[config.mk]
export PLATFORM = sky130hd
export DESIGN_NAME = txd_status_wb
export DESIGN_NICKNAME = d
export VERILOG_FILES = /design/src/rtl/txd_pkg.sv /design/src/rtl/txd_defer_timer.sv /design/src/rtl/txd_coll_counter.sv /design/src/rtl/txd_xmit_meter.sv /design/src/rtl/txd_status_wb.sv
export SDC_FILE = /design/constraint.sdc
export NUM_CORES = 1
export LEC_CHECK = 0
export ABC_AREA = 1
export BUFFER_PORTS_ARGS = -buffer_cell sky130_fd_sc_hd__buf_2
export CAP_MARGIN = 20
export CORE_MARGIN = 3
export CORE_UTILIZATION = 51
export CTS_CLUSTER_DIAMETER = 80
export DETAILED_ROUTE_END_ITERATION = 12
export GPL_TIMING_DRIVEN = 0
export PLACE_DENSITY = 0.78
export SETUP_SLACK_MARGIN = 0.2
export SLEW_MARGIN = 5
export SYNTH_ARGS = -nofsm -noshare
export SYNTH_HDL_FRONTEND = slang
export SYNTH_SLANG_ARGS = --single-unit
[constraint.sdc]
create_clock -name clk -period 2.78 [get_ports clk]
set_clock_uncertainty 0.05 [all_clocks]
set_input_delay 0.278 -clock clk [delete_from_list [all_inputs] [get_ports clk]]
set_output_delay 0.278 -clock clk [all_outputs]
set_load 0.02 [all_outputs]
[src/rtl/txd_pkg.sv]
// Package: shared state encoding, status record and writeback packing for
// the transmit descriptor sequencer. Assumes the fixed 32-bit descriptor
// layout (owner 31, status 30:18, widget 17:16, length 15:0).
package txd_pkg;

    localparam int LEN_W   = 16;
    localparam int WID_W   = 2;
    localparam int OWN_BIT = 31;

    typedef enum logic [1:0] {
        ST_IDLE = 2'd0,
        ST_WAIT = 2'd1,
        ST_XMIT = 2'd2
    } txd_state_e;

    typedef struct packed {
        logic paused;
        logic halted;
        logic sqe;
        logic deferred;
        logic coll;
        logic par;
        logic late;
        logic nocarr;
        logic deferr;
        logic unf;
        logic excoll;
    } txd_stat_t;

    // Builds the returned word: owner cleared, reserved 0, complete set.
    function automatic logic [31:0] pack_wb(input txd_stat_t s,
                                            input logic [WID_W-1:0] wid,
                                            input logic [LEN_W-1:0] len);
        return {1'b0, 1'b0, s.paused, s.halted, s.sqe, s.deferred, s.coll,
                1'b1, s.par, s.late, s.nocarr, s.deferr, s.unf, s.excoll,
                wid, len};
    endfunction

endpackage

[src/rtl/txd_defer_timer.sv]
// Deferral timer: counts busy nibble ticks within one waiting period and
// flags the tick that reaches the abort limit. Assumes the controller
// clears it whenever it is not waiting.
module txd_defer_timer #(
    parameter int LIMIT = 6071
) (
    input  logic clk,
    input  logic rst_n,
    input  logic clear,
    input  logic count_en,
    output logic expire
);
    localparam int CW = $clog2(LIMIT + 1);
    localparam logic [CW-1:0] LAST_C = CW'(LIMIT - 1);

    logic [CW-1:0] cnt_q;

    // Flags the busy tick that would be the LIMIT-th of this wait.
    assign expire = count_en && (cnt_q == LAST_C);

    // Advances on each busy tick, restarts when cleared.
    always_ff @(posedge clk) begin
        if (!rst_n || clear) cnt_q <= '0;
        else if (count_en && !expire) cnt_q <= cnt_q + 1'b1;
    end

    // the count never passes the abort point inside one wait.
    p_defer_bound_r6: assert property (@(posedge clk) disable iff (!rst_n)
        count_en |-> (cnt_q <= LAST_C));
endmodule

[src/rtl/txd_coll_counter.sv]
// Collision retry counter: counts early collisions of one descriptor and
// marks when the next collision is the final one allowed. Assumes it is
// cleared on descriptor acceptance.
module txd_coll_counter #(
    parameter int MAX_COLL = 16
) (
    input  logic clk,
    input  logic rst_n,
    input  logic clear,
    input  logic inc,
    output logic last
);
    localparam int CW = $clog2(MAX_COLL + 1);
    localparam logic [CW-1:0] LAST_C = CW'(MAX_COLL - 1);

    logic [CW-1:0] cnt_q;

    // The collision arriving now would be the MAX_COLL-th.
    assign last = (cnt_q == LAST_C);

    // Counts retried collisions of the current descriptor.
    always_ff @(posedge clk) begin
        if (!rst_n || clear) cnt_q <= '0;
        else if (inc) cnt_q <= cnt_q + 1'b1;
    end

    // a retry is never requested on the final allowed collision.
    p_no_retry_past_limit_r8: assert property (@(posedge clk) disable iff (!rst_n)
        inc |-> !last);
endmodule

[src/rtl/txd_xmit_meter.sv]
// Transmit meter: counts sent nibble slots of one attempt, says when the
// current tick is the last slot of the frame and when the late-collision
// window has opened. Assumes it is cleared outside transmission.
module txd_xmit_meter #(
    parameter int LEN_W    = 16,
    parameter int LATE_NIB = 128
) (
    input  logic             clk,
    input  logic             rst_n,
    input  logic             clear,
    input  logic             tick,
    input  logic [LEN_W-1:0] len,
    output logic             last_nib,
    output logic             late_zone
);
    localparam int CW = LEN_W + 1;
    localparam logic [CW-1:0] LATE_C = CW'(LATE_NIB);

    logic [CW-1:0] cnt_q;
    logic [CW-1:0] target;

    // Frame size in nibble slots; an empty frame takes one slot.
    assign target    = (len == '0) ? CW'(1) : {len, 1'b0};
    assign last_nib  = (cnt_q + 1'b1) >= target;
    assign late_zone = cnt_q >= LATE_C;

    // Counts slots sent in the current attempt.
    always_ff @(posedge clk) begin
        if (!rst_n || clear) cnt_q <= '0;
        else if (tick) cnt_q <= cnt_q + 1'b1;
    end

    // the controller never lets a tick run past the frame's last slot.
    p_no_overrun_r3: assert property (@(posedge clk) disable iff (!rst_n)
        tick |-> (cnt_q < target));
endmodule

[src/rtl/txd_status_wb.sv]
// Transmit descriptor sequencer: accepts a DMA-owned descriptor, waits for
// the medium under halt/pause/enable gating, transmits with collision
// retry, and writes back the descriptor with status and CPU ownership.
// Assumes all event inputs are meaningful only on nib_tick cycles.
module txd_status_wb
    import txd_pkg::*;
#(
    parameter int DEFER_LIMIT = 6071,
    parameter int MAX_COLL    = 16,
    parameter int LATE_NIB    = 128
) (
    input  logic        clk,
    input  logic        rst_n,
    input  logic        desc_valid,
    input  logic [31:0] desc_word,
    input  logic        nib_tick,
    input  logic        crs,
    input  logic        col,
    input  logic        fifo_unf,
    input  logic        fifo_par,
    input  logic        sqe_err,
    input  logic        pause_req,
    input  logic        halt_imm,
    input  logic        tx_en,
    output logic        idle,
    output logic        wb_valid,
    output logic [31:0] wb_word
);
    txd_state_e       st_q, st_nx;
    txd_stat_t        stat_q, stat_nx;
    logic [LEN_W-1:0] len_q;
    logic [WID_W-1:0] wid_q;
    logic             first_q, carrier_q;
    logic             wb_valid_q;
    logic [31:0]      wb_word_q;
    logic             unused_status_in;

    logic accept, tick_wait, tick_x, blocked, start, busy;
    logic defer_exp, coll_last, last_nib, late_zone;
    logic par_hit, unf_hit, col_hit, late_hit, exc_hit, retry, ok_hit;
    logic terminal;

    assign unused_status_in = ^desc_word[30:18];

    // Event decode for the waiting and transmitting phases.
    always_comb begin
        accept    = (st_q == ST_IDLE) && desc_valid && desc_word[OWN_BIT];
        tick_wait = (st_q == ST_WAIT) && nib_tick;
        tick_x    = (st_q == ST_XMIT) && nib_tick;
        blocked   = halt_imm || !tx_en;
        start     = tick_wait && !blocked && !pause_req && !crs;
        busy      = tick_wait && !blocked && !pause_req && crs;
        par_hit   = tick_x && fifo_par;
        unf_hit   = tick_x && !fifo_par && fifo_unf;
        col_hit   = tick_x && !fifo_par && !fifo_unf && col;
        late_hit  = col_hit && late_zone;
        exc_hit   = col_hit && !late_zone && coll_last;
        retry     = col_hit && !late_zone && !coll_last;
        ok_hit    = tick_x && !fifo_par && !fifo_unf && !col && last_nib;
        terminal  = (busy && defer_exp) || par_hit || unf_hit || late_hit
                    || exc_hit || ok_hit;
    end

    txd_defer_timer #(.LIMIT(DEFER_LIMIT)) defer_i (
        .clk(clk), .rst_n(rst_n), .clear(st_q != ST_WAIT),
        .count_en(busy), .expire(defer_exp));

    txd_coll_counter #(.MAX_COLL(MAX_COLL)) coll_i (
        .clk(clk), .rst_n(rst_n), .clear(accept),
        .inc(retry), .last(coll_last));

    txd_xmit_meter #(.LEN_W(LEN_W), .LATE_NIB(LATE_NIB)) meter_i (
        .clk(clk), .rst_n(rst_n), .clear(st_q != ST_XMIT),
        .tick(tick_x), .len(len_q), .last_nib(last_nib),
        .late_zone(late_zone));

    // Next state of the sequencer.
    always_comb begin
        st_nx = st_q;
        unique case (st_q)
            ST_IDLE: if (accept) st_nx = ST_WAIT;
            ST_WAIT: if (terminal) st_nx = ST_IDLE;
                     else if (start) st_nx = ST_XMIT;
            ST_XMIT: if (terminal) st_nx = ST_IDLE;
                     else if (retry) st_nx = ST_WAIT;
            default: st_nx = ST_IDLE;
        endcase
    end

    // Status accumulation for the current descriptor.
    always_comb begin
        stat_nx = accept ? '0 : stat_q;
        if (tick_wait) begin
            if (blocked) stat_nx.halted = 1'b1;
            else if (pause_req) stat_nx.paused = 1'b1;
            else if (crs) begin
                if (first_q) stat_nx.deferred = 1'b1;
                if (defer_exp) stat_nx.deferr = 1'b1;
            end
        end
        if (tick_x && sqe_err) stat_nx.sqe = 1'b1;
        if (par_hit) stat_nx.par = 1'b1;
        if (unf_hit) stat_nx.unf = 1'b1;
        if (col_hit) stat_nx.coll = 1'b1;
        if (late_hit) stat_nx.late = 1'b1;
        if (exc_hit) stat_nx.excoll = 1'b1;
        if (ok_hit && !(carrier_q || crs)) stat_nx.nocarr = 1'b1;
    end

    // State, descriptor fields, attempt flags and writeback registers.
    always_ff @(posedge clk) begin
        if (!rst_n) begin
            st_q       <= ST_IDLE;
            stat_q     <= '0;
            len_q      <= '0;
            wid_q      <= '0;
            first_q    <= 1'b0;
            carrier_q  <= 1'b0;
            wb_valid_q <= 1'b0;
            wb_word_q  <= '0;
        end else begin
            st_q       <= st_nx;
            stat_q     <= stat_nx;
            wb_valid_q <= terminal;
            if (accept) begin
                len_q   <= desc_word[LEN_W-1:0];
                wid_q   <= desc_word[LEN_W+WID_W-1:LEN_W];
                first_q <= 1'b1;
            end else if (start) begin
                first_q <= 1'b0;
            end
            if (start) carrier_q <= 1'b0;
            else if (tick_x && crs) carrier_q <= 1'b1;
            if (terminal) wb_word_q <= pack_wb(stat_nx, wid_q, len_q);
        end
    end

    assign idle     = (st_q == ST_IDLE);
    assign wb_valid = wb_valid_q;
    assign wb_word  = wb_word_q;

    // the writeback strobe lasts a single cycle.
    p_wb_pulse_r2: assert property (@(posedge clk) disable iff (!rst_n)
        wb_valid |=> !wb_valid);

    // a CPU-owned descriptor leaves the block idle with no writeback.
    p_ignore_cpu_owned_r1: assert property (@(posedge clk) disable iff (!rst_n)
        (idle && desc_valid && !desc_word[OWN_BIT]) |=> (idle && !wb_valid));

    // a halted or disabled waiting tick never starts transmission.
    p_halt_gate_r11: assert property (@(posedge clk) disable iff (!rst_n)
        ((st_q == ST_WAIT) && nib_tick && (halt_imm || !tx_en)) |=> (st_q == ST_WAIT));

    // writeback always returns ownership to the CPU.
    p_wb_owner_r2: assert property (@(posedge clk) disable iff (!rst_n)
        $rose(wb_valid) |-> (!wb_word[31] && wb_word[24] && idle));
endmodule

### Word level (Yosys, flattened, before mapping)

Cells that the tools add are included.

* bitwise operators: 1
* reduce and logical (&&, ||, !) cells: 52
* $add $sub $neg: 3
* eq/ne operators: 9
* multiplexer cells: 31
* order comparisons: 2

Operators with widths (number)
* $logic_and A1 B1 Y1: 25
* $mux W1: 22
* $add A17 B1 Y17 const B: 1
* $ge A17 B17 Y1: 1
* $ge A17 B8 Y1 const B: 1
* $mux W17: 1
* $logic_not A16 Y1: 1
* $add A13 B1 Y13 const B: 1
* $eq A13 B13 Y1 const B: 1
* $logic_not A1 Y1: 12
* $mux W2: 6
* $mux W11: 1
* $logic_or A1 B1 Y1: 10
* $pmux W2 S3: 1
* $add A5 B1 Y5 const B: 1
* $eq A5 B4 Y1 const B: 1
* $ne A2 B1 Y1 const B: 2
* $ne A3 B2 Y1 const B: 1
* $ne A3 B3 Y1 const B: 1
* $reduce_and A3 Y1: 1
* $eq A2 B1 Y1 const B: 1
* $eq A2 B2 Y1 const B: 1
* $logic_not A2 Y1: 1
* $ne A2 B2 Y1 const B: 1
* other kinds (3): 3

* flip-flop bits (word level): 99
* output and inout port bits: 34

### Longest topological paths before layout

Gate-level depths: netlist (run 1).

* depth in word-level cells: 15
* mapped depth: 24
* depth with buffers taken out: 24

### Modules after synthesis

A second synthesis (run 1) with hierarchy kept.

* cells, all modules: 752
* area total of the unflattened synthesis: 5154.9 µm²

By module, submodules not included
* txd_status_wb: area an instance 2398.6 µm², cells each 313, instances 1
* txd_xmit_meter: area an instance 1635.3 µm², cells each 272, instances 1
* txd_defer_timer: area an instance 862.1 µm², cells each 136, instances 1
* txd_coll_counter: area an instance 259.0 µm², cells each 31, instances 1

### Worst setup path after synthesis (run 1)

No wires, ideal clock.

* kind: reg2reg
* from: reg meter_i.cnt_q[0]
* to: reg wb_word_q[10], in the netlist wb_word[10]
* path slack: -0.237 ns
* stages on the path, launching flop included: 22
* library setup time: 0.118 ns
* required time: 2.612 ns
* arrival: 2.849 ns
* path through: dfxtp_1 ha_1 nand3_2 nor3_4 nand2_2 nor3_4 nand3_1 nor2_1 xor2_1 inv_1 ha_1 nand2_1 nor2_1 nand2_1 nor2_1 nor2_1 nand2_1 nand2_1 nand2_8 buf_6 buf_6 a21oi_2

* cells in the longest elaborated chain, start to end: 6
* elaborated cells between the ends (all ways): 11
* those cells by class: 1 x add/sub; 2 x order compare; 8 x reduce/logical

Ends and longest elaborated chain
* from (decl): RTL line txd_xmit_meter.sv:19 `logic [CW-1:0] cnt_q;`
* from (signal assigned): RTL line txd_xmit_meter.sv:30 `else if (tick) cnt_q <= cnt_q + 1'b1;`
* parallel branches: the longest is 5 deep, another holds $add A17 B1 Y17
* $logic_or A1 B1 Y1 *: RTL line txd_status_wb.sv:61 `|| exc_hit || ok_hit;`
* to (signal assigned): RTL line txd_status_wb.sv:134 `if (terminal) wb_word_q <= pack_wb(stat_nx, wid_q, len_q);`
* to (decl): RTL line txd_status_wb.sv:35 `logic [31:0] wb_word_q;`

Every way passes the cells marked *.
A chain may end at the register's enable or synchronous reset.

### Worst setup path in the final report (run 1)

* from: reg meter_i.cnt_q[0]
* to: reg st_q[0]

* cells in the longest elaborated chain, start to end: 8
* elaborated cells between the ends (all ways): 18
* those cells by class: 1 x add/sub; 2 x order compare; 2 x eq/ne; 3 x mux; 10 x reduce/logical

Ends and longest elaborated chain
* parallel branches: the longest is 8 deep, another holds $add A17 B1 Y17
* to (signal assigned): RTL line txd_status_wb.sv:122 `st_q <= st_nx;`
* to (decl): RTL line txd_status_wb.sv:29 `txd_state_e st_q, st_nx;`

Several ways; the timed one is not identified.

==> results.cfg, run 1 <==
[sta]
setup_ws_ns = -0.222
fmax_mhz = 333
min_period_ns = 3.00
setup_viol = 34
hold_violations = 0
slew_viol_final = 0
relSlewSlack = 0.579
post-route-period-util = 1.08
worst_pin_slew_ns = 0.631
grt_setup_unrepaired = yes

[finish]
area_growth_pct = 21.4
final_cells = 864
drive_above_1_share = 0.228
fin_nets = 800
post-route-util = 0.657
antennaDiodeCount = 0
finish.instance_area_mm2 = 0.00589

[worst_setup_path]
end_kind = flip-flop
arrival_ns = 3.23
slowest_delay_ns = 0.39
cp-start-kind = flip-flop
r2r_slack_ns = -0.22
cp_slowest_cell = dfxtp_4
crit_required_ns = 3.00
path_class = reg -> reg
critPathBufInv = 2
crit_family = simple AND/OR/NAND/NOR gates
cp_cell_sequence = ha_4, nand3_4, nor3_4, nand2_2, nor3_4, nand3_2, nor2_4, xor2_2, inv_2, ha_4, nand2_2, nor2_4, nand2_2, nor2_2, nor2_2, nand2_2, nand2_4, nand2_8, buf_12, nor3_4, a21oi_1, nor2_1
path_common_cell = nand2_2
critical_path.max_fanout = 6

[cts]
clk_latency_ns = 0.39
cts-root-buf = clkbuf_8
cts_buffers = 9
htree_levels = 3
cts.reportedPaths.clkPinSlew_ns = 0.11
clockBufferDepth = 2
cts.sinks = 99
tritoncts = yes

[floorplanning]
die_w_um = 104
io-pin-count = 78
rows = 34
start_util = 0.541
core-area_mm2 = 0.00898
die_area_mm2 = 0.0107
dieHeight_um = 104

[synthesis]
ys_top_cells_by_count = 100 x inv_1, 99 x dfxtp_1, 84 x nand2_1, 69 x a21oi_1, 63 x nor2_1
synth_edf_count = 0
ys_warn_count = 0
synthCells = 647
synth_most_common_cell = inv_1
synthFlopType = dfxtp_1
synth.top_cell.area_share = 0.408
synth_seq_cells = 99
seq_area_frac_synth = 0.408
avgSynthCellArea_um2 = 7.50
syn_area_mm2 = 0.00485
synth_top_area_cell = dfxtp_1
synthArstFlopShare = 0
yosysUniqueCellTypes = 42
synthTopCellsByArea = dfxtp_1 41%, inv_1 7.7%, a21oi_1 7.1%, nand2_1 6.5%, ha_1 5.9%

[detailed_routing]
avgViaCountPerCell = 5.24
firstDrtPassIters = 5
post-route-drc-count = 0
ant_nets = 0
drtIter0Drc = 222
via_count = 4528
totalWireLength_um = 12300
wl_per_cell_um = 14.2

[min_path]
hp-class = in -> reg

[placed_design]
dpl_cell_area_mm2 = 0.00536
portBuffers = 62
dp.cells = 836
dpl.hpwl_um = 8810
gp_congestion = 0.842
pre_cts_slack_ns = -0.530

[flow_run]
max-cap-violations = 0

[grt]
grt_max_degree = 21
antenna_found_initial = 0
grt_pass1_vias = 4187
grt_usage = 0.227
overflow = 0
grt_pass1_wl_um = 20000

[power_and_ir_drop]
powerDensity_mw_per_mm2 = 468
max-vdd-ir-drop_mv = 0.272
seq_power_share = 0.528
power_frac_comb = 0.101
p_int_mw = 1.98
pwr-share-clk = 0.371
p_leak_nw = 2.65
swShare = 0.281
power_switching_uw = 775

[status]
violations = negative setup slack
status = finished with violations
==> path summary, 6_finish.rpt <==
check	start	end	cells past startpoint
worst min register to register	defer_i.cnt_q[11]	defer_i.cnt_q[11]	2
worst max-delay path	meter_i.cnt_q[0]	st_q[0]	22
worst max register to register	meter_i.cnt_q[0]	st_q[0]	22
worst min-delay path	desc_word[17]	wid_q[1]	3
==> repair_timing <==
action,4_1_cts,5_1_grt
gates cloned,1,1
pin swaps,17,3
buffers inserted,7,3
hold buffers,0,0
endpoints found under the setup margin,34,34
resized for setup,25,22
==> layer usage <==
layer,share of wire,GRT usage
met1,0.44,0.294
met2,0.47,0.367
met3,0.063,0.0535
met4,0.025,0.0902
met5,0,0
==> through the flow <==
| stage | TNS, ns | hold slack (ns) | total power, mW |
|---|---|---|---|
| 2_1_floorplan | -3.61 | 0.360 | 1.65 |
| 3_3_place_gp | -13.73 | 0.404 | 1.73 |
| 3_5_place_dp | -15.62 | 0.409 | 1.74 |
| 4_1_cts | -6.28 | 0.0764 | 2.76 |
| 5_1_grt | -12.30 | 0.0788 | 2.86 |
| 6_report | -5.18 | 0.0865 | 2.76 |
==> flip-flops by register name, indices dropped and copies added (netlist names) <==
| signal | count |
|---|---|
| wb_word | 30 |
| carrier_q | 1 |
| stat_q | 11 |
| first_q | 1 |
| st_q | 2 |
| coll_i.cnt_q | 5 |
| wid_q | 2 |
| len_q | 16 |
| wb_valid | 1 |
| meter_i.cnt_q | 17 |
| defer_i.cnt_q | 13 |
==> cell type report <==
class                      instances  area (µm²)
tap                              126         158
buffer                            23         150
timing repair buffer              74         438
inverter                         104         390
multi-input combinational        422        2530
clock inverter                     7         108
clock buffer                       9         124
fill                             734        3080
sequential                        99        1990
==> power groups by stage <==
stage / logic (mW) / clock network, mW / registers [mW]
3_5_place_dp: 0.247 / 0 / 1.49
6_report: 0.277 / 1.02 / 1.46
2_1_floorplan: 0.163 / 0 / 1.49
3_3_place_gp: 0.238 / 0 / 1.49
5_1_grt: 0.305 / 1.10 / 1.46
4_1_cts: 0.261 / 1.04 / 1.46
==> kinds of logic after synthesis <==
logic type | after synthesis | synth area share
xor+xnor | 18 | 0.0325
fa+ha+maj | 23 | 0.0593
buf+inv | 127 | 0.106
compound gates | 160 | 0.179
simple gates | 219 | 0.214
other cells | 1 | 0.000773
flops | 99 | 0.408
==> layout by cell type, fill, tap and decap left out, types with 3 or more instances in the layout <==
master    count
nand2_2       8
inv_1        98
nand4_1      11
a21oi_1      67
clkbuf_1     15
o21ai_0      40
dfxtp_1      96
nor2_2        9
buf_4        13
nor3_4        4
dfxtp_4       3
ha_1         21
xor2_1       15
buf_2        63
o21ai_2       8
o31ai_1       3
nor2_4        6
clkinv_8      3
nor2_1       57
o21ai_1      21
inv_2         4
a21oi_2      12
nor3_1        9
nand2_1      78
clkbuf_8      9
nand3_1      19
nand3_2       5
==> worst min-delay path: cells and delay by family <==
family / cells / cell delay, ns
compound gates: 1 / 0.07
simple gates: 1 / 0.08
buf+inv: 1 / 0.07
Note: power is estimated with default switching activity, not from simulation.
==> run 2: changes to the inputs <==
--- a/config.mk
+++ b/config.mk
@@ -13,9 +13,8 @@
 export CTS_CLUSTER_DIAMETER = 80
 export DETAILED_ROUTE_END_ITERATION = 12
 export GPL_TIMING_DRIVEN = 0
-export PLACE_DENSITY = 0.78
+export PLACE_DENSITY = 0.83
 export SETUP_SLACK_MARGIN = 0.2
-export SLEW_MARGIN = 5
 export SYNTH_ARGS = -nofsm -noshare
 export SYNTH_HDL_FRONTEND = slang
 export SYNTH_SLANG_ARGS = --single-unit
==> results.cfg, run 2 (synthesized netlist as in run 1, its figures left out) <==
[status]
status = finished with violations
violations = negative setup slack

[detailed_routing]
ant_nets = 0
post-route-drc-count = 0
wl_met1_um = 5430
routed.top_layer = met4
totalWireLength_um = 12600
avgViaCountPerCell = 5.35
via_count = 4664
wl_met2_um = 6110
drtIter0Drc = 226
wl_per_cell_um = 14.5
met3_length_um = 777
firstDrtPassIters = 6

[finish]
drive_above_1_share = 0.228
layout_common_cells = 97 x inv_1, 96 x dfxtp_1, 80 x nand2_1
final_common_cell = inv_1
area_growth_pct = 21.7
antennaDiodeCount = 0
largest_register_ffs = 30
fin_nets = 808
final_cells = 872

[sta]
finalSetupTns_ns = -15.06
setup_ws_ns = -0.498
worst_pin_slew_ns = 0.577
hold_violations = 0
slew_viol_final = 0
post-route-period-util = 1.18
min_period_ns = 3.28
grt_setup_unrepaired = yes
relSlewSlack = 0.615
whs_ns = 0.100
setup_viol = 34
fmax_mhz = 305

[power_and_ir_drop]
powerDensity_mw_per_mm2 = 457
max-vdd-ir-drop_mv = 0.355
p_leak_nw = 2.68

[worst_setup_path]
reg2regPathDepth = 21
path_class = reg -> reg
slowest_delay_ns = 0.38
r2r_slack_ns = -0.50
r2r_start = meter_i.cnt_q[1]
crit_end = wb_word[8]
path_common_cell = nand2_2
arrival_ns = 3.49
crit_required_ns = 3.00
critPathLaunch = meter_i.cnt_q[1]
cp_slowest_cell = dfxtp_4
cp_cell_sequence = ha_4, nand3_4, nor3_4, nand2_2, nor3_4, nand3_2, nor2_4, xor2_2, inv_2, ha_4, nand2_2, nor2_4, nand2_2, nor2_1, nor2_1, nand2_1, nand2_4, nand2_8, buf_12, clkbuf_16, a21oi_2
end_kind = flip-flop
reg2reg_to = wb_word[8]
critical_path.max_fanout = 6
cp-start-kind = flip-flop

[floorplanning]
core-area_mm2 = 0.00898
dieHeight_um = 104
start_util = 0.541
die_w_um = 104
die_area_mm2 = 0.0107
rows = 34
io-pin-count = 78

[placed_design]
dpl.hpwl_um = 8980
portBuffers = 62
dp.cells = 836
gp_congestion = 0.906
pre_cts_slack_ns = -0.584

[cts]
cts-root-buf = clkbuf_8
tritoncts = yes
cts.sinks = 99
cts_buffers = 9
clk_latency_ns = 0.38
ctsHoldBuffers = 0
clockBufferDepth = 2
cts.reportedPaths.clkPinSlew_ns = 0.10
htree_levels = 3

[grt]
grt_pass1_vias = 4265
grt_pass1_wl_um = 19900
antenna_found_initial = 0
grt_max_degree = 19
grt_usage = 0.224
overflow = 0

[min_path]
holdPathStages = 3
hp-class = in -> reg

[flow_run]
max-cap-violations = 0
run 2: worst max-delay path: cells and delay by family (launching register included):
family          cells  cell delay [ns]
simple gates       14             1.72
fa+ha+maj           2             0.42
flops               1             0.38
buf+inv             3             0.37
xor+xnor            1             0.18
compound gates      1             0.04
run 2: cell type report:
type | instances | area (µm²)
Clock buffer | 9 | 124
Clock inverter | 7 | 78.8
Timing Repair Buffer | 82 | 505
Multi-Input combinational cell | 422 | 2500
Buffer | 23 | 160
Inverter | 104 | 390
Fill cell | 736 | 3070
Sequential cell | 99 | 1990
Tap cell | 126 | 158
run 2: power by group:
group          total (mW)  switching, mW  internal [mW]
Combinational       0.273          0.186         0.0871
Clock               0.971          0.539          0.431
Sequential           1.46         0.0123           1.45
run 2: worst min path at each step:
stage                           start           endpoint
finish                  desc_word[16]           wid_q[0]
global route            desc_word[16]           wid_q[0]
global placement    defer_i.cnt_q[11]  defer_i.cnt_q[11]
detailed placement            first_q            first_q
CTS                     desc_word[17]           wid_q[1]
floorplan                    nib_tick   meter_i.cnt_q[0]
run 2: stage by stage:
| stage | instance area (µm²) | power (mW) | utilization |
|---|---|---|---|
| final | 5910 | 2.70 | 0.658 |
| after global routing | 5910 | 2.80 | 0.658 |
| after CTS | 5680 | 2.70 | 0.633 |
| after detailed placement | 5360 | 1.74 | 0.597 |
| after global placement | 5360 | 1.73 | 0.597 |
| after floorplan | 4890 | 1.65 | - |
run 2: routing by layer:
| layer | GRT usage | vias up |
|---|---|---|
| met3 | 0.0485 | 31 |
| li1 | - | 2282 |
| met2 | 0.388 | 176 |
| met5 | 0 | - |
| met4 | 0.0598 | 0 |
| met1 | 0.282 | 2175 |
run 2: timing repair:
action | in CTS | in global routing
pin swaps | 14 | 20
resized for setup | 13 | 31
gates cloned | 1 | 1
setup endpoints to repair | 34 | 34
endpoints found under the hold margin | 0 | 0
setup buffers | 7 | 11
==> run 3: changes to the inputs <==
--- a/config.mk
+++ b/config.mk
@@ -6,15 +6,16 @@
 export NUM_CORES = 1
 export LEC_CHECK = 0
 export ABC_AREA = 1
-export BUFFER_PORTS_ARGS = -buffer_cell sky130_fd_sc_hd__buf_2
 export CAP_MARGIN = 20
 export CORE_MARGIN = 3
-export CORE_UTILIZATION = 51
+export CORE_UTILIZATION = 57
 export CTS_CLUSTER_DIAMETER = 80
 export DETAILED_ROUTE_END_ITERATION = 12
+export DONT_BUFFER_PORTS = 1
 export GPL_TIMING_DRIVEN = 0
-export PLACE_DENSITY = 0.83
-export SETUP_SLACK_MARGIN = 0.2
+export PLACE_DENSITY = 0.82
+export REMOVE_ABC_BUFFERS = 1
+export SETUP_SLACK_MARGIN = 0.3
 export SYNTH_ARGS = -nofsm -noshare
 export SYNTH_HDL_FRONTEND = slang
 export SYNTH_SLANG_ARGS = --single-unit
==> results.cfg, run 3 (synthesized netlist as in run 1, its figures left out) <==
[cts]
tritoncts = yes
cts-root-buf = clkbuf_8
cts_buffers = 9
clockBufferDepth = 2
cts.reportedPaths.clkPinSlew_ns = 0.11
htree_levels = 3
clk_latency_ns = 0.38
cts.sinks = 99

[worst_setup_path]
r2r_start = meter_i.cnt_q[0]
cp-start-kind = flip-flop
path_class = reg -> reg
cp.depth = 20
crit_family = simple AND/OR/NAND/NOR gates
critPathBufInv = 3
end_kind = flip-flop
critical_path.max_fanout = 5
cp_cell_sequence = ha_4, nand3_4, nor3_4, buf_4, buf_4, nand3_1, xor2_1, ha_1, nand2_1, a21oi_2, nor2_1, nand2_1, nor2_2, nand2_4, nand2_8, nand3_4, nand2_2, inv_2, a21oi_2, nor2_1
reg2reg_to = st_q[0]
crit_required_ns = 2.98
arrival_ns = 3.41
slowest_delay_ns = 0.38
reg2regPathDepth = 20
critPathLaunch = meter_i.cnt_q[0]
cp_slowest_cell = dfxtp_4
r2r_slack_ns = -0.43
crit_end = st_q[0]

[finish]
finish.instance_area_mm2 = 0.00571
area_growth_pct = 17.7
layout_common_cells = 96 x inv_1, 96 x dfxtp_1, 73 x nand2_1
largest_register_ffs = 30
fillCellCount = 617
drive_above_1_share = 0.204
fin_nets = 732
antennaDiodeCount = 0

[status]
status = finished with violations
violations = negative hold slack, negative setup slack

[power_and_ir_drop]
powerDensity_mw_per_mm2 = 472
p_leak_nw = 2.37
max-vdd-ir-drop_mv = 0.267

[flow_run]
max-cap-violations = 0

[grt]
grt_pass1_vias = 4227
grt_pass1_wl_um = 20000
antenna_found_initial = 0
grt_max_degree = 50
grt_usage = 0.257
overflow = 0

[sta]
relSlewSlack = 0.489
min_period_ns = 3.21
post-route-period-util = 1.15
worst_pin_slew_ns = 0.764
setup_viol = 34
finalSetupTns_ns = -12.60
fmax_mhz = 312
setup_ws_ns = -0.426
hold_violations = 9
whs_ns = -0.0198
grt_setup_unrepaired = yes
slew_viol_final = 0

[placed_design]
portBuffers = 0
dpl.hpwl_um = 7220
pre_cts_slack_ns = -0.999
dpl_cell_area_mm2 = 0.00487
gp_congestion = 0.929

[floorplanning]
die_w_um = 98.3
core-area_mm2 = 0.00826
dieHeight_um = 98.3
rows = 33
io-pin-count = 78
die_area_mm2 = 0.00966
start_util = 0.588

[detailed_routing]
firstDrtPassIters = 6
ant_nets = 0
post-route-drc-count = 0
totalWireLength_um = 13600
via_count = 4406
drtIter0Drc = 373
wl_per_cell_um = 17.5
avgViaCountPerCell = 5.69

[min_path]
hp-class = in -> reg
## run 3: cell types whose count changed in the layout (fill, tap and decap cells not counted), moves of 3 or more
cell      change
clkbuf_1     -14
buf_2        -62
nand2_8       +6
o21ai_1      -14
nand2_2       +5
nand3_4       +3
nand2_1       -7
o21ai_2      +12
## run 3: per-stage QoR
stage / cells / hold slack, ns / utilization / total power, mW
3_3_place_gp: 730 / 0.376 / 0.589 / 1.68
3_5_place_dp: 730 / 0.379 / 0.590 / 1.69
6_report: 775 / -0.0198 / 0.692 / 2.70
2_1_floorplan: 625 / 0.364 / - / 1.64
4_1_cts: 760 / -0.0424 / 0.649 / 2.64
5_1_grt: 775 / 0.000177 / 0.692 / 2.78
## run 3: routing by layer
metal / global-route usage / up-vias / part of all wire
li1: - / 2137 / -
met1: 0.310 / 2062 / 0.40
met2: 0.440 / 170 / 0.49
met3: 0.0729 / 37 / 0.079
met4: 0.0903 / 0 / 0.029
met5: 0 / - / 0
## run 3: worst register-to-register path: cells and delay by family, from the launching register on
kind / cells / cell delay (ns)
simple gates: 12 / 1.40
fa+ha+maj: 2 / 0.48
flops: 1 / 0.38
xor+xnor: 1 / 0.33
buf+inv: 3 / 0.30
compound gates: 2 / 0.18
## run 3: repair_timing
item | CTS | global route
pin swaps | 21 | 21
endpoints found under the hold margin | 23 | 27
endpoints found under the setup margin | 43 | 34
hold buffers | 1 | 1
resized for setup | 41 | 49
buffers inserted | 9 | 12
gates cloned | 4 | 2
## run 3: worst min path at each step
| stage | end | from | cells after the start |
|---|---|---|---|
| 5_1_grt | wb_word[16] | rst_n | 2 |
| 6_report | len_q[14] | rst_n | 2 |
| 3_5_place_dp | len_q[10] | rst_n | 2 |
| 3_3_place_gp | len_q[8] | rst_n | 2 |
| 2_1_floorplan | wb_word[16] | rst_n | 2 |
| 4_1_cts | wb_word[0] | rst_n | 2 |
## run 3: cell type report
type | count | area (µm²) | area share
clock buffers | 11 | 141 | 0.0248
clock inverters | 5 | 60.1 | 0.0105
inverters | 104 | 390 | 0.0684
multi-input cells | 428 | 2800 | 0.491
flip-flops and latches | 99 | 1990 | 0.349
well taps | 105 | 131 | 0.0230
repair buffers | 23 | 195 | 0.0342
## run 3: where the power goes
group	leakage, nW	switching, mW	internal (mW)	total (mW)
clock network	0.0999	0.528	0.445	0.973
logic	1.46	0.186	0.0783	0.264
registers	0.803	0.0149	1.45	1.46
